`config.mk`:
```
export PLATFORM = sky130hd
export DESIGN_NAME = byte_alu_flags
export DESIGN_NICKNAME = d
export VERILOG_FILES = /design/src/rtl/byte_alu_flags.sv
export SDC_FILE = /design/constraint.sdc
export NUM_CORES = 1
export LEC_CHECK = 0
export ABC_CLOCK_PERIOD_IN_PS = 1000
export BUFFER_PORTS_ARGS = -buffer_cell sky130_fd_sc_hd__buf_2
export CAP_MARGIN = 20
export CORE_MARGIN = 5
export CORE_UTILIZATION = 55
export CTS_CLUSTER_DIAMETER = 50
export DETAILED_ROUTE_END_ITERATION = 8
export GPL_ROUTABILITY_DRIVEN = 0
export PLACE_DENSITY = 0.77
export SYNTH_ARGS = -nofsm -noshare
export SYNTH_HDL_FRONTEND = slang
export SYNTH_SLANG_ARGS = --single-unit
```
`constraint.sdc`:
```
create_clock -name clk -period 1 [get_ports clk]
set_input_delay 0.1 -clock clk [delete_from_list [all_inputs] [get_ports clk]]
set_output_delay 0.1 -clock clk [all_outputs]
set_load 0.03 [all_outputs]
```
`src/rtl/byte_alu_flags.sv`:
```
module byte_alu_flags (
  input  logic       clk,
  input  logic       rst_n,
  input  logic [3:0] op_i,
  input  logic [7:0] acc_i,
  input  logic [7:0] opnd_i,
  input  logic       cin_i,
  input  logic [7:0] flags_i,
  output logic [7:0] res_o,
  output logic       res_we_o,
  output logic [7:0] flags_o
);
  localparam logic [3:0] OP_ADD = 4'd0, OP_ADC = 4'd1, OP_SUB = 4'd2, OP_SBC = 4'd3,
                         OP_CMP = 4'd4, OP_AND = 4'd5, OP_OR  = 4'd6, OP_XOR = 4'd7,
                         OP_INC = 4'd8, OP_DEC = 4'd9, OP_CPL = 4'd10, OP_DAA = 4'd11;

  logic       is_step, is_sub;
  logic [7:0] b_arg;
  logic       c_arg;
  logic [8:0] full;
  logic [4:0] half;
  logic       ovf;

  assign is_step = (op_i == OP_INC) || (op_i == OP_DEC);
  assign is_sub  = (op_i == OP_SUB) || (op_i == OP_SBC) || (op_i == OP_CMP) || (op_i == OP_DEC);
  assign b_arg   = is_step ? 8'h01 : opnd_i;
  assign c_arg   = ((op_i == OP_ADC) || (op_i == OP_SBC)) ? cin_i : 1'b0;

  assign full = is_sub ? ({1'b0, acc_i} - {1'b0, b_arg} - {8'b0, c_arg})
                       : ({1'b0, acc_i} + {1'b0, b_arg} + {8'b0, c_arg});
  assign half = is_sub ? ({1'b0, acc_i[3:0]} - {1'b0, b_arg[3:0]} - {4'b0, c_arg})
                       : ({1'b0, acc_i[3:0]} + {1'b0, b_arg[3:0]} + {4'b0, c_arg});
  assign ovf  = is_sub ? ((acc_i[7] ^ b_arg[7]) & (full[7] ^ acc_i[7]))
                       : (~(acc_i[7] ^ b_arg[7]) & (full[7] ^ acc_i[7]));

  logic       lo_fix, hi_fix;
  logic [7:0] adj, daa_val;

  assign lo_fix  = flags_i[4] | (acc_i[3:0] > 4'd9);
  assign hi_fix  = flags_i[0] | (acc_i > 8'h99);
  assign adj     = {1'b0, hi_fix, hi_fix, 2'b00, lo_fix, lo_fix, 1'b0};
  assign daa_val = flags_i[1] ? (acc_i - adj) : (acc_i + adj);

  logic [7:0] r_n, f_n;
  logic       we_n;

  always_comb begin
    r_n  = acc_i;
    we_n = 1'b1;
    f_n  = flags_i;
    unique case (op_i)
      OP_ADD, OP_ADC, OP_SUB, OP_SBC: begin
        r_n = full[7:0];
        f_n = {full[7], full[7:0] == 8'h00, full[5], half[4], full[3], ovf, is_sub, full[8]};
      end
      OP_CMP: begin
        we_n = 1'b0;
        f_n  = {full[7], full[7:0] == 8'h00, opnd_i[5], half[4], opnd_i[3], ovf, 1'b1, full[8]};
      end
      OP_AND, OP_OR, OP_XOR: begin
        r_n = (op_i == OP_AND) ? (acc_i & opnd_i) :
              (op_i == OP_OR)  ? (acc_i | opnd_i) : (acc_i ^ opnd_i);
        f_n = {r_n[7], r_n == 8'h00, r_n[5], op_i == OP_AND, r_n[3], ~^r_n, 1'b0, 1'b0};
      end
      OP_INC, OP_DEC: begin
        r_n = full[7:0];
        f_n = {full[7], full[7:0] == 8'h00, full[5], half[4], full[3], ovf, is_sub, flags_i[0]};
      end
      OP_CPL: begin
        r_n = ~acc_i;
        f_n = {flags_i[7:6], r_n[5], 1'b1, r_n[3], flags_i[2], 1'b1, flags_i[0]};
      end
      OP_DAA: begin
        r_n = daa_val;
        f_n = {r_n[7], r_n == 8'h00, r_n[5], acc_i[4] ^ r_n[4], r_n[3], ~^r_n,
               flags_i[1], flags_i[0] | (acc_i > 8'h99)};
      end
      default: we_n = 1'b0;
    endcase
  end

  always_ff @(posedge clk or negedge rst_n) begin
    if (!rst_n) begin
      res_o    <= 8'h00;
      res_we_o <= 1'b0;
      flags_o  <= 8'h00;
    end else begin
      res_o    <= r_n;
      res_we_o <= we_n;
      flags_o  <= f_n;
    end
  end
endmodule

```
==> results by group, run 1 <==
Outcome
  • Run status: stopped before the end
  • Exit stage: global routing (5_1_grt)
  • Error msg: [ERROR GRT-0232] Routing congestion too high. Check the congestion heatmap in the GUI.

Yosys
  • XOR/XNOR Fraction of Synth Area: 0.0657
  • Largest family of logic cells by synthesized area: compound AO/OA/AOI/OAI gates
  • Synthesized area per cell: ~7.7 µm²
  • Post-synth EDFFs: 0
  • Warning count from the yosys run: 0
  • Main synth FF type: dfrtp_1
  • Compound-Gate Fraction of Synth Area: 0.300
  • Synth Instances: 442
  • Sequential area share after synthesis: 0.125
  • Ys async rst share: 1.00
  • Multiplexer share of the synthesized area: 0.0147
  • Cell taking the most area after synthesis: ha_1
  • Synth top area share: 0.195
  • Cell Area, Synth: 0.00341 mm²
  • Post-synthesis adder-cell area fraction: 0.224
  • Synth top area cells: ha_1 19%, dfrtp_1 12%, nor2_1 5.2%, xnor2_1 4.6%, inv_1 4.5%
  • Synth Area in Simple Gates: 0.199
  • Synth cell types: 68
  • #FFs+latches synth: 17
  • Synth Net Count: 531

STA
  • Worst endpoint after global-route timing repair: flags_o[2]$_DFF_PN0_/D
  • Worst endpoint type: sequential cell input

Placed design
  • Dpl hpwl: 10.8 mm
  • IO buf count: 47

Global route
  • Grt total ovfl: 584
  • Pin count of the biggest net entering global routing: 47
  • GRT Resource Usage Total: 0.930

Clock network
  • H-tree levels: 1
  • Clock buffer depth: 2
  • Total clock buffers created by CTS: 3
  • Root buffer cell: clkbuf_8
  • Num Clock Sinks: 17

Die
  • Die X-Extent: 88.7 µm
  • I/O pin cnt: 48
  • Die Height: 88.7 µm
  • Cell Rows: 28
  • Initial Utilization: 0.572
routing by layer:
layer / GRT overflow / global-route usage
met5: 1 / 0.305
met3: 4 / 0.673
met4: 177 / 1.09
met2: 398 / 1.22
met1: 4 / 0.829
synth_stat cells (8+ instances only):
cell / count
ha_1: 53
o21ai_0: 25
a211oi_1: 12
nand2_1: 25
nand2b_1: 10
nor2_1: 47
a21oi_1: 30
o21a_1: 8
nor3_1: 9
dfrtp_1: 17
xnor2_1: 18
nor2b_1: 8
inv_1: 41
what timing repair did:
item,in CTS
hold buffers,1
endpoints found under the setup margin,17
gates resized for setup,96
gates cloned,1
setup buffers,51
hold endpoints to repair,17
pin swaps,46
cell families after synthesis:
kind of cell,count (synthesis)
AOI/OAI and AO/OA,146
and+or+nand+nor,132
buffers and inverters,60
adders and majority gates,58
xor gates and xnor gates,24
DFF,17
muxes,5
through the flow:
stage	TNS, ns	std cells	setup WS, ns	util	cell area, µm²
after floorplan	-21.83	442	-2.09	-	3590
after global placement	-26.88	688	-2.31	0.811	4830
after detailed placement	-28.20	688	-2.50	0.811	4830
after CTS	-20.63	722	-2.16	0.940	5600
==> run 2: changes to the inputs <==
Settings changed: CORE_UTILIZATION 55 to 40, CTS_CLUSTER_DIAMETER 50 to default, PLACE_DENSITY 0.77 to default, PLACE_DENSITY_LB_ADDON from default to 0.15.
==> run 2 against run 1 <==
Compared with the run above: the flow now finishes, with violations (negative setup slack); area after synthesis did not move; synthesized cell count unchanged.
==> results by group, run 2 <==
Yosys
  • Synth top area share: 0.195 (unchanged)
  • Cell Area, Synth: 0.00341 mm² (unchanged)
  • Sequential area share after synthesis: 0.125 (unchanged)
  • Main synth FF type: dfrtp_1
  • Synth cell count leaders: 53 x ha_1, 47 x nor2_1, 41 x inv_1
  • #FFs+latches synth: 17 (unchanged)
  • Synthesized area per cell: 7.71 µm² (unchanged)
  • Ys async rst share: 1.00 (unchanged)
  • Warning count from the yosys run: 0 (unchanged)
  • Synth cell types: 68 (unchanged)
  • Synth Instances: 442 (unchanged)
  • Most common cell in the netlist: ha_1
  • Post-synth EDFFs: 0 (unchanged)
  • Cell taking the most area after synthesis: ha_1
  • Synth Net Count: 531 (unchanged)
  • Synth top area cells: ha_1 19%, dfrtp_1 12%, nor2_1 5.2%, xnor2_1 4.6%, inv_1 4.5%

Setup path
  • Slowest cell on the critical path: ha_1
  • Crit path buffers/inverters: 2
  • Most frequent CP cell: ha_1
  • Worst Setup End Kind: flop
  • Top Family by Delay on Critical Path: compound AO/OA/AOI/OAI gates
  • Crit-path cells: buf_6 -> o21a_1 -> nand2_1 -> a31oi_2 -> nor2_1 -> ha_1 -> inv_1 -> o21ai_1 -> ha_1 -> and2_4 -> a311o_1 -> a21oi_2 -> xnor2_2 -> ha_1 -> xnor2_1 -> xnor2_1 -> a22oi_1 -> o21ai_1 -> a311oi_1 -> nand2_1
  • Worst Path Required: 1.13 ns
  • WS Path Type: in -> reg
  • Max Fanout on Critical Path: 2
  • Worst Setup Start Kind: input pin
  • Worst Setup SP: acc_i[2]
  • Data arrival time of the worst path: 3.28 ns
  • CP peak stage delay: 0.29 ns
  • WP depth: 20

Clock network
  • Clock edge transition at the registers on the reported setup and hold paths: 0.06 ns
  • CTS tree: done
  • Clock buffer depth: 2 (unchanged)
  • H-tree levels: 1 (unchanged)
  • Total clock buffers created by CTS: 3 (unchanged)
  • Root buffer cell: clkbuf_8
  • Num Clock Sinks: 17 (unchanged)

Hold path
  • Worst Hold Launch: flags_i[5]
  • Hold Path Sink: flags_o[5]$_DFF_PN0_
  • Hold depth: 2
  • Hold crit path type: in -> reg

STA
  • Crit share post-route: 3.14
  • Worst-Margin Slew: 0.528 ns
  • Final TNS setup: -20.34 ns
  • Final slew viol count: 0
  • Fin crit period: 3.14 ns
  • RSZ-0062 raised after global routing: true
  • Slew HR: 0.647
  • Hold Fails Final Rpt: 0
  • Maximum clock frequency: 0.318 GHz
  • Setup violations, final: 15
  • Hold Slack: 0.0849 ns
  • Worst setup margin: -2.14 ns

Pwr
  • Power per standard cell area: 1010 mW/mm²
  • Peak supply drop: 480 µV
  • P_leak: 0.00278 µW

Die
  • Placeable Area: 0.00826 mm²
  • Die X-Extent: 102 µm (+15%)
  • Full die area: 0.0105 mm²
  • Initial Utilization: 0.413 (-0.159)
  • I/O pin cnt: 48 (unchanged)
  • Cell Rows: 33 (+18%)
  • Die Height: 102 µm (+15%)

Placed design
  • Post-DP Area: 0.00493 mm² (+2.2%)
  • Placed cells: 729 (+6.0%)
  • IO buf count: 47 (unchanged)
  • Dpl hpwl: 10.9 mm (+0.31%)

Layout
  • Commonest non-fill, non-tap cell in the layout: buf_4
  • Fillers: 667
  • Commonest non-fill, non-tap cells in the layout: 154 x buf_4, 41 x buf_2, 40 x ha_1
  • Nets: 738
  • Finished Layout Cells: 753
  • Area taken by flip-flops and latches: 425 µm²
  • Finished layout cell area: around 0.006 mm²
  • Area of the multi-input gates: ~0.0034 mm²
  • Top flop regs: flags_o (8), res_o (8), res_we_o (1)
  • # diodes: 0
  • P&R area growth vs syn: 71.1%
  • Share of post-route cells with drive strength above 1: 0.502
  • Final core utilization: 0.706

Global route
  • Initial antenna violation count: 0
  • Global-route wire length before repair: 21.8 mm
  • Grt total ovfl: 0
  • GRT Resource Usage Total: 0.272
  • Vias in the first global route: 4,254
  • Pin count of the biggest net entering global routing: 47

Routing
  • Drt first-iter violations: 336
  • Initial DRT Pass Iterations: 5
  • Post-route ant nets: 0
  • Vias per std cell: 5.64
  • # DRC: 0
  • Wire per inst: roughly 19 µm
  • Vias: 4,248
  • Final wirelength: 14.2 mm

Outcome
  • Failing checks: negative setup slack
  • Run status: complete, but fails checks

Run
  • Max-Cap Viols: 0
==> run 2: cell counts after synthesis <==
Identical to the previous run, type by type.
==> run 2: per-layer routing <==
layer	GRT usage	wire length, µm	part of all wire	up-vias
met5	0	0	0	-
met3	0.0232	1240	0.087	36
li1	-	-	-	2018
met2	0.482	6910	0.49	198
met1	0.352	5630	0.40	1996
met4	0.0787	463	0.033	0
==> run 2: cell type report <==
| cell class | instances | share of cell area |
|---|---|---|
| Tap cell | 105 | 0.0225 |
| Timing Repair Buffer | 220 | 0.289 |
| Multi-Input combinational cell | 365 | 0.579 |
| Clock buffer | 4 | 0.00773 |
| Sequential cell | 17 | 0.0730 |
| Inverter | 42 | 0.0283 |
==> run 2: cell families after synthesis <==
kind of cell,count (synthesis),share of synthesized area
compound gates,146,0.300
simple gates,132,0.199
buf+inv,60,0.0716
fa+ha+maj,58,0.224
xor+xnor,24,0.0657
flops,17,0.125
mux,5,0.0147
==> run 2: how the worst max path moves through the flow <==
stage                      endpoint
2_1_floorplan  flags_o[2]$_DFF_PN0_
3_3_place_gp   flags_o[2]$_DFF_PN0_
3_5_place_dp   flags_o[2]$_DFF_PN0_
4_1_cts        flags_o[2]$_DFF_PN0_
5_1_grt        flags_o[2]$_DFF_PN0_
6_report       flags_o[2]$_DFF_PN0_
==> run 2: repair_timing <==
item                                    CTS  global route
endpoints found under the setup margin   17            17
hold buffers                              1             0
endpoints found under the hold margin    17             0
pin swaps                                55            44
buffers inserted                         22             8
cloned                                    1             0
gates resized for setup                  87            50
==> run 2: per-stage QoR <==
step	setup WS (ns)	power [µW]
2_1_floorplan	-2.09	2990
3_3_place_gp	-2.33	4480
3_5_place_dp	-2.46	4560
4_1_cts	-2.08	5580
5_1_grt	-2.35	6260
6_report	-2.14	5900
==> run 2: where the power goes <==
group / total, µW / internal [µW] / switching, µW
logic: 4570 / 2250 / 2330
clock network: 507 / 283 / 224
registers: 825 / 799 / 26.3
No activity file was read; power rests on OpenSTA's default activity.
==> run 3: changes to the inputs <==
Settings changed: MAX_ROUTING_LAYER from default to met4.
==> run 3 against run 2 <==
Compared with the run above: the run still ends with negative setup slack left; first-iteration DRC count up 5.1%; clock-buffer cell count stayed put; sequential power is essentially flat; largest cell class unchanged.
==> results by group, run 3 (synthesized netlist as in run 2, its figures left out) <==
Outcome
  • Run status: complete, but fails checks
  • Failing checks: negative setup slack

Hold path
  • Worst Hold Launch: flags_i[5]
  • Hold crit path type: in -> reg
  • Hold Path Sink: flags_o[5]$_DFF_PN0_
  • Hold depth: 2 (unchanged)

Pwr
  • Power per standard cell area: 1010 mW/mm² (about the same)
  • Peak supply drop: 480 µV (+0.15%)
  • Combinational fraction of design power: 0.774 (about the same)
  • Sw Pwr: 2580 µW (about the same)
  • Clk pwr share: 0.086 (about the same)
  • Sw Ratio: 0.437 (about the same)
  • P_leak: 0.00278 µW (unchanged)
  • Seq pwr share: 0.140 (about the same)
  • Pint: 3330 µW (about the same)

Setup path
  • WS Path Type: in -> reg
  • Max Fanout on Critical Path: 2 (unchanged)
  • Worst Setup End Kind: flop
  • Worst Path Required: 1.13 ns (about the same)
  • Worst Setup Start Kind: input pin
  • Data arrival time of the worst path: 3.27 ns (about the same)

STA
  • Slew HR: 0.650 (+0.00283)
  • Maximum clock frequency: 0.319 GHz (+0.19%)
  • Worst setup margin: -2.14 ns (+0.00587 ns)
  • RSZ-0062 raised after global routing: true
  • Setup violations, final: 15 (unchanged)
  • Fin crit period: 3.14 ns (-0.00587 ns)
  • Crit share post-route: 3.14 (-0.00587)
  • Final TNS setup: -20.30 ns (+0.0359 ns)
  • Final slew viol count: 0 (unchanged)
  • Hold Fails Final Rpt: 0 (unchanged)
  • Worst-Margin Slew: 0.524 ns (-0.00424 ns)

Global route
  • GRT Resource Usage Total: 0.280 (+0.00823)
  • Global-route wire length before repair: 21.8 mm (about the same)
  • Initial antenna violation count: 0 (unchanged)
  • Met1 usage: 0.352 (unchanged)
  • Pin count of the biggest net entering global routing: 47 (unchanged)
  • Vias in the first global route: 4,250 (-0.094%)
  • Most Crowded Layer GR: met2
  • GRT met3 Usage: 0.0232 (unchanged)
  • Grt total ovfl: 0 (unchanged)
  • Met2 Use GR: 0.482 (unchanged)

Routing
  • # DRC: 0 (unchanged)
  • Initial DRT Pass Iterations: 4 (-1)
  • Drt first-iter violations: 353 (+5.1%)
  • Vias: 4,304 (+1.3%)
  • Vias per std cell: 5.72 (+1.3%)
  • Wire per inst: 19.0 µm (+0.38%)
  • Post-route ant nets: 0 (unchanged)
  • Final wirelength: 14.3 mm (+0.38%)

Clock network
  • Clock edge transition at the registers on the reported setup and hold paths: 0.06 ns (about the same)
  • Clock buffer depth: 2 (unchanged)
  • Num Clock Sinks: 17 (unchanged)
  • CTS tree: done
  • H-tree levels: 1 (unchanged)
  • Total clock buffers created by CTS: 3 (unchanged)
  • Root buffer cell: clkbuf_8

Layout
  • P&R area growth vs syn: 71.1% (unchanged)
  • Nets: 738 (unchanged)
  • Share of post-route cells with drive strength above 1: 0.502 (unchanged)
  • Commonest non-fill, non-tap cell in the layout: buf_4
  • Commonest non-fill, non-tap cells in the layout: 154 x buf_4, 41 x buf_2, 40 x ha_1
  • Top flop regs: flags_o (8), res_o (8), res_we_o (1)
  • # diodes: 0 (unchanged)

Die
  • Die X-Extent: 102 µm (unchanged)
  • Cell Rows: 33 (unchanged)
  • Initial Utilization: 0.413 (unchanged)
  • Full die area: 0.0105 mm² (unchanged)
  • I/O pin cnt: 48 (unchanged)
  • Die Height: 102 µm (unchanged)
  • Placeable Area: 0.00826 mm² (unchanged)

Placed design
  • Pre-CTS setup slack: -2.46 ns (unchanged)
  • IO buf count: 47 (unchanged)
  • Dpl hpwl: 10.9 mm (unchanged)

Run
  • Max-Cap Viols: 0 (unchanged)
==> run 3: cell counts in the layout (fill, tap and decap cells not counted) <==
Identical to the previous run, type by type.
==> run 3: through the flow <==
step	util	power, µW	area (µm²)	std cells	hold slack, ns
after floorplan	-	2990	3590	442	-0.196
after global placement	0.598	4480	4930	729	0.0197
final	0.706	5900	5830	753	0.0826
after CTS	0.676	5580	5590	754	0.0780
after detailed placement	0.598	4560	4930	729	0.0388
after global routing	0.706	6260	5830	753	0.0780
==> run 3: worst max-delay path by stage <==
stage               startpoint              endpoint  slack [ns]  cells past startpoint
floorplan             acc_i[2]  flags_o[2]$_DFF_PN0_       -2.09                     19
global placement      acc_i[2]  flags_o[2]$_DFF_PN0_       -2.33                     20
detailed placement    acc_i[2]  flags_o[2]$_DFF_PN0_       -2.46                     20
CTS                   acc_i[2]  flags_o[2]$_DFF_PN0_       -2.08                     20
global route          acc_i[2]  flags_o[2]$_DFF_PN0_       -2.35                     20
finish                acc_i[2]  flags_o[2]$_DFF_PN0_       -2.14                     20
==> run 3: power groups by stage <==
stage	clock network, µW	logic, µW	registers [µW]
after floorplan	0	1910	1080
after global placement	0	3650	836
after detailed placement	0	3720	841
after CTS	518	4240	828
after global routing	537	4880	838
final	506	4570	825
==> run 3: final cells by class <==
type | count | area [µm²]
Multi-Input combinational cell | 365 | 3380
Fill cell | 667 | 2430
Timing Repair Buffer | 220 | 1690
Sequential cell | 17 | 425
Inverter | 42 | 165
Tap cell | 105 | 131
Clock buffer | 4 | 45.0
==> run 3: critical path: stages <==
cell      delay, ns
buf_6          0.09
o21a_1         0.19
nand2_1        0.08
a31oi_2        0.09
nor2_1         0.14
ha_1           0.25
inv_1          0.06
o21ai_1        0.06
ha_1           0.29
and2_4         0.14
a311o_1        0.28
a21oi_2        0.20
xnor2_2        0.14
ha_1           0.26
xnor2_1        0.14
xnor2_1        0.13
a22oi_1        0.20
o21ai_1        0.11
a311oi_1       0.23
nand2_1        0.08
==> run 3: timing repair <==
| item | 4_1_cts | 5_1_grt |
|---|---|---|
| pin swaps | 55 | 44 |
| gates cloned | 1 | 0 |
| hold endpoints to repair | 17 | 0 |
| endpoints found under the setup margin | 17 | 17 |
| setup buffers | 22 | 8 |
| hold buffers | 1 | 0 |
| gates resized for setup | 87 | 50 |
==> run 3: metal layers <==
layer  routed length, µm  share of wire
met1                5770           0.40
met2                6960           0.49
met3                1090          0.077
met4                 469          0.033
met5                   0              0
==> run 4: changes to the inputs <==
Settings changed: CORE_MARGIN 5 to default.
==> run 4 against run 3 <==
Compared with the run above: the run still ends with negative setup slack left; total power increased by 1.0%; cell area increased by 2.1%; routed wire length increased by 0.46%; clock-buffer cell count decreased by 1; final cell count increased by 2.8%; critical path depth unchanged; largest power group unchanged; sequential share of layout area decreased by 0.15 points; fmax decreased by 0.17%; non-clock buffer count increased by 21; sequential power decreased by 0.5%; critical endpoint unchanged; utilization increased by 1.9 points; highest routed layer unchanged.
==> results by group, run 4 (synthesized netlist as in run 2, its figures left out) <==
Outcome
  • Run status: complete, but fails checks
  • Failing checks: negative setup slack

Routing
  • Vias per std cell: 5.59 (-2.3%)
  • Initial DRT Pass Iterations: 5 (+1)
  • Post-route ant nets: 0 (unchanged)
  • Drt first-iter violations: 297 (-16%)
  • # DRC: 0 (unchanged)
  • Wire per inst: 18.6 µm (-2.3%)
  • Final wirelength: 14.4 mm (+0.46%)
  • Vias: 4,324 (+0.46%)

STA
  • RSZ-0062 raised after global routing: true
  • Maximum clock frequency: 0.318 GHz (-0.17%)
  • Fin crit period: 3.14 ns (+0.00545 ns)
  • Hold Fails Final Rpt: 0 (unchanged)
  • Slew HR: 0.624 (-0.0259)
  • Worst setup margin: -2.14 ns (-0.00545 ns)
  • Final slew viol count: 0 (unchanged)
  • Worst-Margin Slew: 0.560 ns (+0.0356 ns)
  • Setup violations, final: 16 (+1)
  • Crit share post-route: 3.14 (+0.00545)
  • Hold Slack: 0.0929 ns (+0.0103 ns)

Clock network
  • CTS tree: done
  • Clock edge transition at the registers on the reported setup and hold paths: 0.06 ns (about the same)
  • Num Clock Sinks: 17 (unchanged)
  • H-tree levels: 1 (unchanged)
  • Clock buffer depth: 2 (unchanged)
  • Root buffer cell: clkbuf_8
  • Total clock buffers created by CTS: 3 (unchanged)

Die
  • Die X-Extent: 94.3 µm (-7.8%)
  • Initial Utilization: 0.415 (+0.00207)
  • Placeable Area: 0.00822 mm² (-0.50%)
  • Full die area: 0.00889 mm² (-15%)
  • I/O pin cnt: 48 (unchanged)
  • Cell Rows: 33 (unchanged)
  • Die Height: 94.3 µm (-7.8%)

Layout
  • Share of post-route cells with drive strength above 1: 0.520 (+0.0186)
  • P&R area growth vs syn: 74.8%
  • Finished layout cell area: 0.00596 mm² (+2.1%)
  • Area of the multi-input gates: 0.00334 mm² (-0.93%)
  • Nets: 759 (+2.8%)
  • Area taken by flip-flops and latches: 425 µm² (unchanged)
  • Commonest non-fill, non-tap cells in the layout: 168 x buf_4, 43 x buf_2, 40 x ha_1
  • # diodes: 0 (unchanged)
  • Commonest non-fill, non-tap cell in the layout: buf_4
  • Top flop regs: flags_o (8), res_o (8), res_we_o (1)
  • Fillers: 636 (-4.6%)

Global route
  • GRT Resource Usage Total: 0.332 (+0.0520)
  • Grt total ovfl: 0 (unchanged)
  • Pin count of the biggest net entering global routing: 47 (unchanged)
  • Initial antenna violation count: 0 (unchanged)
  • Vias in the first global route: 4,253 (+0.071%)
  • Global-route wire length before repair: 21.9 mm (+0.26%)

Placed design
  • Dpl hpwl: 10.6 mm (-2.0%)
  • Post-DP Area: 0.00497 mm² (+0.71%)
  • IO buf count: 47 (unchanged)
  • Pre-CTS setup slack: -2.47 ns (-0.00965 ns)

Setup path
  • Worst Setup End Kind: flop
  • Data arrival time of the worst path: 3.27 ns (about the same)
  • Worst Path Required: 1.13 ns (about the same)
  • WS Path Type: in -> reg
  • Worst Setup Start Kind: input pin
  • Max Fanout on Critical Path: 3 (+1)

Pwr
  • Peak supply drop: 475 µV (-1.1%)
  • Power per standard cell area: 1000 mW/mm² (-1.1%)
  • Tot Pwr: 5960 µW (+1.0%)
  • P_leak: 0.00285 µW (+2.6%)

Run
  • Max-Cap Viols: 0 (unchanged)

Hold path
  • Hold crit path type: in -> reg
[run 4: report_power, final]
| group | internal [µW] | switching [µW] |
|---|---|---|
| logic | 2300 | 2350 |
| clock network | 276 | 222 |
| registers | 798 | 23.0 |
| total | 3370 | 2590 |
[run 4: area by class of cell]
class | count | area share
Timing Repair Buffer | 241 | 0.308
Tap cell | 105 | 0.0221
Clock inverter | 1 | 0.000840
Multi-Input combinational cell | 365 | 0.562
Clock buffer | 3 | 0.00693
Sequential cell | 17 | 0.0714
Inverter | 42 | 0.0288
[run 4: worst max-delay path, stage by stage]
cell and delay [ns]:
buf_6 0.09, o21a_1 0.21, nand2_2 0.09, a31oi_4 0.09
nor2_2 0.12, ha_1 0.24, inv_1 0.05, o21ai_1 0.05
ha_1 0.30, and2_1 0.15, a311o_1 0.29, a21oi_2 0.18
xnor2_2 0.13, ha_1 0.28, xnor2_2 0.14, xnor2_1 0.12
a22oi_1 0.17, o21ai_1 0.14, a311oi_1 0.23, nand2_1 0.08
[run 4: worst paths after layout]
path,from,endpoint,slack [ns],depth (start not counted)
max in group asynchronous,rst_n,flags_o[0]$_DFF_PN0_,0.46,2
min in group asynchronous,rst_n,flags_o[7]$_DFF_PN0_,0.29,2
worst max-delay path,acc_i[2],flags_o[2]$_DFF_PN0_,-2.14,20
worst min-delay path,flags_i[5],flags_o[5]$_DFF_PN0_,0.09,2
[run 4: metal layers]
layer	up-vias	share of wire	GRT usage
met3	47	0.053	0.0202
li1	2056	-	-
met2	185	0.49	0.565
met4	0	0.040	0.132
met5	-	0	-
met1	2036	0.41	0.409
[run 4: metrics by stage]
| stage | setup TNS (ns) | cells | util |
|---|---|---|---|
| finish | -21.37 | 774 | 0.725 |
| global route | -22.59 | 774 | 0.725 |
| CTS | -20.74 | 772 | 0.702 |
| detailed placement | -28.68 | 732 | 0.605 |
| global placement | -28.01 | 732 | 0.605 |
| floorplan | -21.83 | 442 | - |
[run 4: repair_timing]
item	4_1_cts	5_1_grt
pin swaps	49	31
setup buffers	39	7
gates cloned	0	0
setup endpoints to repair	17	17
hold buffers	1	0
endpoints found under the hold margin	17	0
gates resized for setup	98	35
